File: config.mk
export PLATFORM = sky130hd
export DESIGN_NAME = line_timer
export DESIGN_NICKNAME = d
export VERILOG_FILES = /design/src/rtl/line_timer_pkg.sv /design/src/rtl/cpu_phase_div.sv /design/src/rtl/line_lfsr.sv /design/src/rtl/stall_fsm.sv /design/src/rtl/line_timer.sv
export SDC_FILE = /design/constraint.sdc
export NUM_CORES = 1
export LEC_CHECK = 0
export ABC_AREA = 1
export CORE_UTILIZATION = 44
export CTS_CLUSTER_SIZE = 14
export DETAILED_ROUTE_END_ITERATION = 8
export GPL_TIMING_DRIVEN = 0
export PLACE_DENSITY = 0.76
export SLEW_MARGIN = 20
export SYNTH_ARGS = -nofsm -noshare
export SYNTH_HDL_FRONTEND = slang
export SYNTH_SLANG_ARGS = --single-unit
export TNS_END_PERCENT = 10
File: constraint.sdc
create_clock -name clk -period 1.75 [get_ports clk]
set_clock_uncertainty 0.2 [all_clocks]
set_input_delay 0.4375 -clock clk [delete_from_list [all_inputs] [get_ports clk]]
set_output_delay 0.4375 -clock clk [all_outputs]
set_load 0.05 [all_outputs]
File: src/rtl/line_timer_pkg.sv
package line_timer_pkg;

    localparam int LFSR_W = 6;

    typedef enum logic {
        ST_RUN   = 1'b0,
        ST_STALL = 1'b1
    } stall_state_t;

    // Maximal-length 6-bit sequence, taps at bits 5 and 4
    function automatic logic [LFSR_W-1:0] lfsr_step(input logic [LFSR_W-1:0] s);
        return {s[LFSR_W-2:0], s[LFSR_W-1] ^ s[LFSR_W-2]};
    endfunction

endpackage

File: src/rtl/cpu_phase_div.sv
module cpu_phase_div #(
    parameter int PH_DIV = 3,
    parameter int CYCLES = 76
) (
    input  logic                      clk,
    input  logic                      rst,
    output logic                      cpu_ce,
    output logic [$clog2(CYCLES)-1:0] cpu_cycle
);
    localparam int PH_W  = $clog2(PH_DIV);
    localparam int CYC_W = $clog2(CYCLES);
    localparam logic [PH_W-1:0]  PH_LAST  = PH_W'(PH_DIV - 1);
    localparam logic [CYC_W-1:0] CYC_LAST = CYC_W'(CYCLES - 1);

    logic [PH_W-1:0] phase;

    always_ff @(posedge clk) begin
        if (rst)                 phase <= '0;
        else if (phase == PH_LAST) phase <= '0;
        else                     phase <= phase + 1'b1;
    end

    always_comb cpu_ce = (phase == PH_LAST);

    always_ff @(posedge clk) begin
        if (rst)                          cpu_cycle <= '0;
        else if (cpu_ce && cpu_cycle == CYC_LAST) cpu_cycle <= '0;
        else if (cpu_ce)                  cpu_cycle <= cpu_cycle + 1'b1;
    end

    AST_CE_SINGLE: assert property (@(posedge clk) disable iff (rst)
        cpu_ce |=> !cpu_ce);
    AST_CYCLE_RANGE: assert property (@(posedge clk) disable iff (rst)
        cpu_cycle <= CYC_LAST);
    AST_CYCLE_HOLD: assert property (@(posedge clk) disable iff (rst)
        !cpu_ce |=> $stable(cpu_cycle));

endmodule

File: src/rtl/line_lfsr.sv
module line_lfsr
    import line_timer_pkg::*;
#(
    parameter int              QUAD  = 4,
    parameter int              STEPS = 57,
    parameter logic [LFSR_W-1:0] SEED = 6'h01
) (
    input  logic              clk,
    input  logic              rst,
    output logic [LFSR_W-1:0] line_pos,
    output logic              line_wrap,
    output logic              blank_start
);
    localparam int Q_W = $clog2(QUAD);
    localparam logic [Q_W-1:0] Q_LAST = Q_W'(QUAD - 1);

    function automatic logic [LFSR_W-1:0] seq_end();
        logic [LFSR_W-1:0] s;
        s = SEED;
        for (int i = 0; i < STEPS - 1; i++) s = lfsr_step(s);
        return s;
    endfunction

    localparam logic [LFSR_W-1:0] POS_LAST = seq_end();

    logic [Q_W-1:0] quad;
    logic           step;

    always_ff @(posedge clk) begin
        if (rst) quad <= '0;
        else     quad <= quad + 1'b1;
    end

    always_comb begin
        step      = (quad == Q_LAST);
        line_wrap = step && (line_pos == POS_LAST);
    end

    always_ff @(posedge clk) begin
        if (rst)            line_pos <= SEED;
        else if (line_wrap) line_pos <= SEED;
        else if (step)      line_pos <= lfsr_step(line_pos);
    end

    always_ff @(posedge clk) begin
        if (rst) blank_start <= 1'b0;
        else     blank_start <= line_wrap;
    end

    AST_POS_NONZERO: assert property (@(posedge clk) disable iff (rst)
        line_pos != '0);
    AST_POS_HOLD: assert property (@(posedge clk) disable iff (rst)
        !step |=> $stable(line_pos));
    AST_BLANK_ONE: assert property (@(posedge clk) disable iff (rst)
        blank_start |=> !blank_start);
    AST_BLANK_SEED: assert property (@(posedge clk) disable iff (rst)
        blank_start |-> line_pos == SEED);

endmodule

File: src/rtl/stall_fsm.sv
module stall_fsm
    import line_timer_pkg::*;
(
    input  logic clk,
    input  logic rst,
    input  logic cpu_ce,
    input  logic sync_wr,
    input  logic line_wrap,
    output logic cpu_rdy
);
    stall_state_t state, state_nx;
    logic         set_req;

    always_comb set_req = cpu_ce && sync_wr;

    always_ff @(posedge clk) begin
        if (rst) state <= ST_RUN;
        else     state <= state_nx;
    end

    // Transitions: SYNC_SET, LINE_RELEASE, LATE_HOLD (set wins on coincidence)
    always_comb begin
        state_nx = state;
        unique case (state)
            ST_RUN:   if (set_req)                state_nx = ST_STALL;
            ST_STALL: if (line_wrap && !set_req)  state_nx = ST_RUN;
            default:                              state_nx = ST_RUN;
        endcase
    end

    always_comb cpu_rdy = (state == ST_RUN);

    AST_SET_LOW: assert property (@(posedge clk) disable iff (rst)
        set_req |=> !cpu_rdy);
    AST_WRAP_RELEASE: assert property (@(posedge clk) disable iff (rst)
        (line_wrap && !set_req) |=> cpu_rdy);
    AST_LATE_HOLD: assert property (@(posedge clk) disable iff (rst)
        (line_wrap && set_req) |=> !cpu_rdy);
    AST_NO_SPURIOUS: assert property (@(posedge clk) disable iff (rst)
        (cpu_rdy && !set_req) |=> cpu_rdy);
    AST_STALL_KEEP: assert property (@(posedge clk) disable iff (rst)
        (!cpu_rdy && !line_wrap) |=> !cpu_rdy);

endmodule

File: src/rtl/line_timer.sv
module line_timer
    import line_timer_pkg::*;
#(
    parameter int              PH_DIV    = 3,
    parameter int              CYCLES    = 76,
    parameter int              QUAD      = 4,
    parameter int              STEPS     = 57,
    parameter logic [LFSR_W-1:0] SEED    = 6'h01,
    parameter int              ADDR_W    = 6,
    parameter logic [ADDR_W-1:0] SYNC_ADDR = 6'h02
) (
    input  logic                      clk,
    input  logic                      rst,
    input  logic                      bus_sel,
    input  logic                      bus_rw_n,
    input  logic [ADDR_W-1:0]         bus_addr,
    output logic                      cpu_ce,
    output logic                      cpu_rdy,
    output logic [LFSR_W-1:0]         line_pos,
    output logic                      blank_start,
    output logic [$clog2(CYCLES)-1:0] cpu_cycle
);
    localparam int CYC_W = $clog2(CYCLES);
    localparam logic [CYC_W-1:0] CYC_LAST = CYC_W'(CYCLES - 1);

    logic line_wrap;
    logic sync_wr;

    always_comb sync_wr = bus_sel && !bus_rw_n && (bus_addr == SYNC_ADDR);

    cpu_phase_div #(.PH_DIV(PH_DIV), .CYCLES(CYCLES)) u_phase (
        .clk       (clk),
        .rst       (rst),
        .cpu_ce    (cpu_ce),
        .cpu_cycle (cpu_cycle)
    );

    line_lfsr #(.QUAD(QUAD), .STEPS(STEPS), .SEED(SEED)) u_lfsr (
        .clk         (clk),
        .rst         (rst),
        .line_pos    (line_pos),
        .line_wrap   (line_wrap),
        .blank_start (blank_start)
    );

    stall_fsm u_stall (
        .clk       (clk),
        .rst       (rst),
        .cpu_ce    (cpu_ce),
        .sync_wr   (sync_wr),
        .line_wrap (line_wrap),
        .cpu_rdy   (cpu_rdy)
    );

    AST_WRAP_ALIGN: assert property (@(posedge clk) disable iff (rst)
        line_wrap |-> (cpu_ce && cpu_cycle == CYC_LAST));
    AST_CYCLE_END_WRAPS: assert property (@(posedge clk) disable iff (rst)
        (cpu_ce && cpu_cycle == CYC_LAST) |-> line_wrap);
    AST_READ_IGNORED: assert property (@(posedge clk) disable iff (rst)
        (cpu_rdy && bus_rw_n) |=> cpu_rdy);

endmodule

# Word level (Yosys, flattened, before mapping)
# Index checks and enable logic that the tools add are counted.
totals:
  in_bits: 10
  out_inout_bits: 16
  register_bits: 19
  wordCells: 30
op_classes:
  n_reduce_logical: 11
  muxes: 3
  n_bitwise: 2
  n_eq_ne: 5
  add_sub_neg: 3
ops:
  columns: ["cell", "count"]
  rows:
  - ["7-bit by 1-bit adder with 7-bit output (second input constant)", 1]
  - ["7-bit equality test (second input constant)", 1]
  - ["6-bit by 2-bit equality test with 1-bit output (second input constant)", 1]
  - ["6-bit by 5-bit equality test with 1-bit output (second input constant)", 1]
  - ["1-bit logical AND", 6]
  - ["2-bit OR reduction", 3]
  - ["2-bit by 1-bit adder with 2-bit output (second input constant)", 2]
  - ["2-bit equality test (second input constant)", 2]
  - ["1-bit logical NOT", 2]
  - ["1-bit two-way mux", 2]
  - ["1-bit case mux with 2 select lines", 1]
  - ["1-bit NOT", 1]
  - ["1-bit XOR", 1]

# Longest topological paths before layout
# Gate-level depths: netlist of run 1.
depth:
  word_depth: 8
  mapped_depth: 8
  mapped_depth_nobuf: 7

# By module
# A second synthesis of run 1 with hierarchy kept.
hier_totals:
  cells_unflattened: 114
  area_unflattened_um2: 930.9
modules_own_cells:
  columns: ["mod", "cells_each", "instances", "area_each_um2"]
  rows:
  - ["cpu_phase_div", 55, 1, 455.4]
  - ["line_lfsr", 44, 1, 397.9]
  - ["stall_fsm", 6, 1, 43.8]
  - ["line_timer", 9, 1, 33.8]

# Least setup slack after synthesis of run 1
# No wires, ideal clock.
synth_path:
  kind: "register -> register"
  startpoint: "reg u_phase.phase[0]"
  endpoint: "reg u_phase.cpu_cycle[3]"
  path_buffers: 1
  period_less_slack_ns: 1.712
  path_stages_with_launch: 9
  setup_ns: 0.116
  setup_slack_ns: 0.038
  t_arrival_ns: 1.397
  cell_sequence: "dfxtp_1 > inv_1 > ha_1 > buf_6 > nand2_1 > nor2_1 > nand2_1 > nand2_2 > nor2_1"
synth_between:
  elab_chain_len: 3
synth_rtl:
  columns: ["item", "line_no", "rtl"]
  rows:
  - ["from (decl)", "cpu_phase_div.sv:15", "logic [PH_W-1:0] phase;"]
  - ["from (signal assigned)", "cpu_phase_div.sv:20", "else phase <= phase + 1'b1;"]
  - ["2-bit equality test *", "cpu_phase_div.sv:23", "always_comb cpu_ce = (phase == PH_LAST);"]
  - ["net cpu_ce", "line_timer.sv:17", "output logic cpu_ce,"]
  - ["1-bit logical AND", "cpu_phase_div.sv:27", "else if (cpu_ce && cpu_cycle == CYC_LAST) cpu_cycle <= '0;"]
  - ["2-bit OR reduction (no line)", null, null]
  - ["to (signal assigned)", "cpu_phase_div.sv:28", "else if (cpu_ce) cpu_cycle <= cpu_cycle + 1'b1;"]
  - ["to (decl)", "cpu_phase_div.sv:8", "output logic [$clog2(CYCLES)-1:0] cpu_cycle"]
# Mark *: on every way through the listed nets, which the timed path passes. The rest lies on a longest branch.
# A chain may end at the register's enable or synchronous reset.

# Worst setup path in the final report of run 1
layout_path:
  startpoint: "reg u_phase.phase[0]"
  endpoint: "out cpu_ce"
layout_between:
  elab_chain_len: 1
layout_rtl:
  columns: ["item", "line_no"]
  rows:
  - ["2-bit equality test", "cpu_phase_div.sv:23"]
  - ["to (decl)", "line_timer.sv:17"]
# No other way between the ends.

==> results by group, run 1 <==
Global route
  • Initial antenna violation count: 0
  • GRT Total Usage: 0.1692
  • Via count of the first global-routing pass: 616
  • First-pass GRT wire length: 2490 um
  • GR Overflow Total: 0
  • Largest net degree at the start of global routing: 11

Timing
  • Unrepaired setup endpoints after global routing: yes
  • Tmin final: 1.723 ns
  • Worst-margin pin slew: 0.2979 ns
  • Endpoints failing hold: 0
  • Fmax: 580.4 MHz
  • Fin. max-slew vios: 0
  • Max-slew headroom: 0.8023
  • Min setup slack post-route: 0.02700 ns
  • Period Utilization, post-route: 0.9846
  • Final setup vio count: 0

Setup path
  • R2R depth: 8
  • Reg-to-Reg End: u_phase.cpu_cycle[5]$_SDFFE_PP0P_
  • Kind of end point of the critical path: output port
  • Worst-path fanout max: 2
  • Crit path arrival time: 1.09 ns
  • Setup CP Type: reg -> out
  • Critical Path RT: 1.11 ns
  • Reg2reg setup slack: around 0.31 ns
  • Critical Path Start Type: flip-flop
  • R2r startpoint: u_phase.phase[0]$_SDFF_PP0_

Finish
  • Layout Nets: 154
  • Antenna cells: 0
  • Layout area overhead: 34.18%
  • Fill count: 152
  • Fin util: 0.6416
  • Layout cell share with drive strength beyond 1: 0.2014

Place
  • Pre-CTS setup slack: -0.2258 ns
  • Routability-driven placement congestion ratio: between 0.7 and 0.8
  • DP HPWL: roughly 1200 um
  • Port Buffers: 25

Routing
  • Vias post-DR: 742
  • Starting DRT DRC Count: 9
  • Via-per-instance ratio: about 4.5
  • # DRC: 0
  • Antenna Nets Post-Route: 0
  • Pre-antenna DRT Iters: 4
  • DR WL/cell: between 9 and 10 um
  • Routed wire length: 1522 um

Flow run
  • Max Cap Violations: 0

Floorplan
  • Die X: 45.55 um
  • Die footprint: about 2100 um2
  • FP Rows: 15
  • Die H: approximately 46 um
  • Initial Util: 0.4781
  • Core Area: 1745 um2
  • Top-Level Pins: 26

Clock tree
  • CTS Hold Bufs: 0
  • CTS Buffer Depth: 2
  • CTS root buffer: clkbuf_4
  • Clk slew on worst S/H paths: 0.10 ns
  • CTS tree: yes
  • # H-tree levels: 1
  • CTS sink cnt: 19
  • Post-CTS Setup Repair Bufs: 0
  • Clock buffer count from CTS: 3
  • Clk_lat worst skew: roughly 0.29 ns

Synthesis
  • Post-synthesis register bit count: 19
  • Synth top area share: 0.4558
  • Ys Warns: 0
  • Synthesized area: between 800 and 900 um2
  • Avg Inst Size Synth: between 7 and 8 um2
  • Library cells used by synthesis: 16
  • Leading area contributor after synthesis: dfxtp_1
  • Register area share after synthesis: 0.4558
  • Top cells by area, synth: dfxtp_1, nand2_1, nor2_1
  • Syn_nets: roughly 120
  • Cell count after synthesis: 110

Hold path
  • Hold Crit Endpoint: u_phase.phase[0]$_SDFF_PP0_
  • Hold depth: 1
  • Hold Startpoint: u_phase.phase[0]$_SDFF_PP0_
  • Worst Hold Class: reg -> reg

Power and ir drop
  • Overall Power: 0.8439 mW
  • Peak VDD IR: around 0.00054 V
  • PD cells: 753.6 nW/um2
  • Pleak: 0.4723 nW

Outcome
  • Outcome: complete, no violations
==> Yosys cell counts <==
| library cell | number |
|---|---|
| dfxtp_1 | 19 |
| nor2_2 | 1 |
| nand2_2 | 5 |
| xor2_1 | 2 |
| a21oi_1 | 8 |
| xnor2_1 | 2 |
| nor3_1 | 3 |
| nand2_1 | 24 |
| nand3_1 | 5 |
| buf_6 | 1 |
| o2111ai_1 | 1 |
| ha_1 | 4 |
| nor2_4 | 1 |
| inv_1 | 16 |
| nor2_1 | 17 |
| and2_0 | 1 |
==> per-layer routing <==
layer / wire length (um) / up-vias / part of all wire / GRT usage
met5: 0 / - / 0 / 0
met4: 18 / 0 / 0.012 / 0.07273
met3: 60 / 2 / 0.039 / 0.04365
met2: 722 / 21 / 0.47 / 0.2600
met1: 720 / 323 / 0.47 / 0.2228
li1: - / 396 / - / -
==> layout make-up <==
class                   instances  area (um2)  share of cell area
plain buffers                   1       11.26             0.01006
well taps                      25       31.28             0.02793
repair buffers                 25       226.5              0.2022
clock buffers                   4       26.28             0.02346
multi-input cells              74       382.9              0.3419
inverters                      16       60.06             0.05363
flip-flops and latches         19       381.6              0.3408
==> critical path: stages, from the launching register on <==
cell,delay [ns]
dfxtp_2,0.34
inv_1,0.04
ha_1,0.22
buf_4,0.20
==> registers in the layout (all words and copies together) (netlist names) <==
| register | count |
|---|---|
| u_phase.cpu_cycle | 7 |
| u_stall.state | 1 |
| u_lfsr.line_pos | 6 |
| u_phase.phase | 2 |
| u_lfsr.quad | 2 |
| u_lfsr.blank_start | 1 |
==> power breakdown <==
part           internal (mW)  switching (mW)
Combinational         0.0633          0.0960
Sequential             0.455          0.0142
Clock                 0.0887           0.127
Total                  0.607           0.237
==> layout by cell type, fill, tap and decap left out, types with 2 or more instances in the layout <==
cell type / count
a21oi_1: 8
buf_2: 5
clkbuf_4: 3
clkdlybuf4s15_2: 7
clkdlybuf4s18_2: 2
clkdlybuf4s50_1: 9
dfxtp_1: 18
ha_1: 4
inv_1: 16
nand2_1: 24
nand2_2: 5
nand3_1: 5
nor2_1: 17
nor3_1: 3
xnor2_1: 2
xor2_1: 2
==> stage by stage <==
step	hold slack [ns]	instance area, um2	cells	setup TNS, ns
6_report	0.2006	1120	164	0
5_1_grt	0.2257	1120	164	-0.02118
3_3_place_gp	0.2021	1116	160	-1.023
4_1_cts	0.2224	1139	164	-0.09026
3_5_place_dp	0.2057	1116	160	-1.147
2_1_floorplan	0.1904	834.6	110	0
==> worst max path at each step <==
stage                                            startpoint                                end  slack, ns  depth (start not counted)
final                           u_phase.phase[0]$_SDFF_PP0_                             cpu_ce       0.03                          3
after CTS                 u_phase.cpu_cycle[4]$_SDFFE_PP0P_                       cpu_cycle[4]      -0.09                          1
after floorplan                 u_phase.phase[0]$_SDFF_PP0_  u_phase.cpu_cycle[3]$_SDFFE_PP0P_       0.04                          8
after global placement          u_phase.phase[0]$_SDFF_PP0_                             cpu_ce      -0.22                          3
after global routing            u_phase.phase[0]$_SDFF_PP0_                             cpu_ce      -0.02                          3
after detailed placement        u_phase.phase[0]$_SDFF_PP0_                             cpu_ce      -0.23                          3
==> cells by family after synthesis <==
logic type               count (synthesis)  share of synthesized area
AO/OA/AOI/OAI                            9                    0.05847
buffers and inverters                   17                    0.08546
XOR/XNOR                                 4                    0.04199
flip-flops                              19                     0.4558
AND/OR/NAND/NOR                         57                     0.2984
adder cells (fa/ha/maj)                  4                    0.05997
==> repair_timing <==
action,CTS,global route
setup endpoints to repair,16,6
resized for setup,56,8
endpoints found under the hold margin,0,0
No activity file was read; power rests on OpenSTA's default activity.
==> inputs of run 2 (changes only) <==
- CAP_MARGIN: default -> 20
- CELL_PAD_IN_SITES_DETAIL_PLACEMENT: default -> 1
- CELL_PAD_IN_SITES_GLOBAL_PLACEMENT: default -> 1
- CORE_UTILIZATION: 44 -> 28
- PLACE_DENSITY: 0.76 -> default
- PLACE_DENSITY_LB_ADDON: default -> 0.1
- clock period: 1.75 -> 1.5 ns (I/O delays scaled with it)
==> results by group, run 2 (synthesized netlist as in run 1, its figures left out) <==
Clock tree
  • CTS Hold Bufs: 0 (unchanged)
  • Clock buffer count from CTS: 3 (unchanged)
  • # H-tree levels: 1 (unchanged)
  • Clk slew on worst S/H paths: 0.12 ns (+0.02 ns)
  • CTS Buffer Depth: 2 (unchanged)
  • Post-CTS Setup Repair Bufs: 0 (unchanged)
  • Clk_lat worst skew: 0.30 ns (about the same)
  • CTS tree: yes
  • CTS root buffer: clkbuf_4
  • CTS sink cnt: 19 (unchanged)

Routing
  • Routed wire length: 1890 um (+24%)
  • Met1 wire length: 842 um (+17%)
  • Antenna Nets Post-Route: 0 (unchanged)
  • Metal3 WL: 90 um (+50%)
  • Via-per-instance ratio: 4.588 (+1.4%)
  • # DRC: 0 (unchanged)
  • Pre-antenna DRT Iters: 2 (-2)
  • Met2 WL: 910 um (+26%)
  • Top Metal Used: met4
  • DR WL/cell: 11.12 um (+20%)
  • Starting DRT DRC Count: 3 (-6)
  • Vias post-DR: 780 (+5.1%)

Floorplan
  • Die footprint: 3203 um2 (+54%)
  • Die H: 56.60 um (+24%)
  • Die X: 56.60 um (+24%)
  • Initial Util: 0.3000 (-0.1781)
  • FP Rows: 19 (+4)
  • Top-Level Pins: 26 (unchanged)
  • Core Area: 2781 um2 (+59%)

Finish
  • Number of flip-flops under the largest register name: 7 (unchanged)
  • Most common cell after layout, fill and taps aside: nand2_1
  • Layout cell share with drive strength beyond 1: 0.3165 (+0.1151)
  • Fill count: 354 (+130%)
  • Fin util: 0.4309 (-0.2106)
  • Most flops, register: u_phase.cpu_cycle
  • Layout Nets: 154 (unchanged)
  • Layout area overhead: 43.63%
  • Commonest non-fill, non-tap cells in the layout: nand2_1, nor2_1, inv_1
  • Antenna cells: 0 (unchanged)
  • Post-route cell area: 1199 um2 (+7.0%)
  • Largest regs: u_phase.cpu_cycle (7), u_lfsr.line_pos (6)

Timing
  • Min setup slack post-route: -0.07727 ns (-0.1043 ns)
  • Fmax: approximately 630 MHz
  • Tmin final: 1.577 ns
  • WHS: 0.2236 ns (+0.02295 ns)
  • TNS Setup: -0.07727 ns (-0.07727 ns)
  • Unrepaired setup endpoints after global routing: yes
  • Final setup vio count: 1 (+1)
  • Period Utilization, post-route: 1.052
  • Endpoints failing hold: 0 (unchanged)
  • Worst-margin pin slew: 0.2375 ns (-0.06038 ns)
  • Max-slew headroom: 0.8412 (+0.03883)
  • Fin. max-slew vios: 0 (unchanged)

Outcome
  • Violated checks: setup timing
  • Outcome: finished, violations left

Setup path
  • Worst-path fanout max: 2 (unchanged)
  • Crit path max-delay family: flip-flops
  • Worst Setup SP: u_phase.phase[0]$_SDFF_PP0_
  • Kind of end point of the critical path: output port
  • Crit path arrival time: 1.00 ns (-0.09 ns)
  • Max stage delay on crit path: 0.35 ns (about the same)
  • Crit path cell chain: inv_2 -> ha_4 -> buf_8
  • Critical Path Start Type: flip-flop
  • Slowest-stage cell, CP: dfxtp_2
  • Critical Path RT: 0.92 ns (-0.19 ns)
  • Crit path buffers/inverters: 2 (unchanged)
  • R2r startpoint: u_phase.phase[0]$_SDFF_PP0_
  • Setup CP Type: reg -> out

Power and ir drop
  • Sequential Power Share: 0.532 (-0.024)
  • Clk pwr share: 0.260 (+0.005)
  • Pleak: 0.5024 nW (+6.4%)
  • PD cells: 871.9 nW/um2 (+16%)
  • Internal cell power: 0.7320 mW (+21%)
  • NetSw: 0.3131 mW (+32%)
  • Peak VDD IR: 0.0004895 V (-9.6%)
  • Logic pwr share: 0.208 (+0.019)
  • Sw Share: 0.2996 (+0.01876)

Hold path
  • Hold Startpoint: u_phase.phase[0]$_SDFF_PP0_
  • Worst Hold Class: reg -> reg

Global route
  • Initial antenna violation count: 0 (unchanged)
  • GR Overflow Total: 0 (unchanged)
  • Via count of the first global-routing pass: 812 (+32%)
  • First-pass GRT wire length: 3318 um (+33%)
  • GRT Total Usage: 0.1331 (-0.03601)
  • Largest net degree at the start of global routing: 12 (+1)

Place
  • Pre-CTS setup slack: -0.4066 ns (-0.1808 ns)
  • Port Buffers: 25 (unchanged)
  • DP HPWL: 1469 um (+19%)
  • Post-Place Cell Area: 1131 um2 (+1.3%)
  • Routability-driven placement congestion ratio: 0.6558 (-13%)

Flow run
  • Max Cap Violations: 0 (unchanged)
run 2: cell types whose count changed in the layout (fill, tap and decap cells not counted), moves of 2 or more:
cell	delta
buf_6	+11
dfxtp_2	+10
clkdlybuf4s18_2	-2
dfxtp_4	+2
clkdlybuf4s15_2	-7
dfxtp_1	-12
ha_1	-2
buf_2	-4
run 2: layout make-up:
| class | instances | area, um2 | area share |
|---|---|---|---|
| plain buffers | 1 | 11.26 | 0.009395 |
| clock buffers | 3 | 22.52 | 0.01879 |
| clock inverters | 1 | 5.005 | 0.004175 |
| inverters | 16 | 60.06 | 0.05010 |
| multi-input cells | 74 | 402.9 | 0.3361 |
| flip-flops and latches | 19 | 401.6 | 0.3351 |
| well taps | 31 | 38.79 | 0.03236 |
| repair buffers | 25 | 256.5 | 0.2140 |
run 2: per-stage QoR:
step,instances,total power [mW]
2_1_floorplan,110,0.6917
3_3_place_gp,166,0.7560
3_5_place_dp,166,0.7626
4_1_cts,170,1.068
5_1_grt,170,1.110
6_report,170,1.045
run 2: repair_timing:
| action | 4_1_cts | 5_1_grt |
|---|---|---|
| pin swaps | 1 | 0 |
| gates resized for setup | 112 | 11 |
| endpoints found under the setup margin | 20 | 19 |
run 2: worst reg2reg max path, cell delays in order, from the launching register on:
cell	delay, ns
dfxtp_2	0.34
inv_2	0.06
ha_4	0.14
buf_6	0.13
nand2_1	0.06
nor2_1	0.12
nand2_1	0.11
nand2_4	0.11
nor2_1	0.07
run 2: worst paths after layout:
path / to / slack (ns) / cells past startpoint
max: cpu_ce / -0.08 / 3
min: u_phase.phase[0]$_SDFF_PP0_ / 0.22 / 1
max reg2reg: u_phase.cpu_cycle[4]$_SDFFE_PP0P_ / 0.06 / 8
min reg2reg: u_phase.phase[0]$_SDFF_PP0_ / 0.22 / 1
run 2: power by group through the flow:
stage,combinational [mW],sequential [mW],clock (mW)
detailed placement,0.201,0.562,0
CTS,0.218,0.557,0.293
finish,0.218,0.555,0.272
global placement,0.196,0.560,0
global route,0.240,0.560,0.309
floorplan,0.0997,0.592,0
run 2: layer usage:
| metal | vias up | GRT usage |
|---|---|---|
| li1 | 398 | - |
| met3 | 5 | 0.02304 |
| met2 | 20 | 0.2303 |
| met1 | 357 | 0.1541 |
| met4 | 0 | 0.07317 |
| met5 | - | 0 |
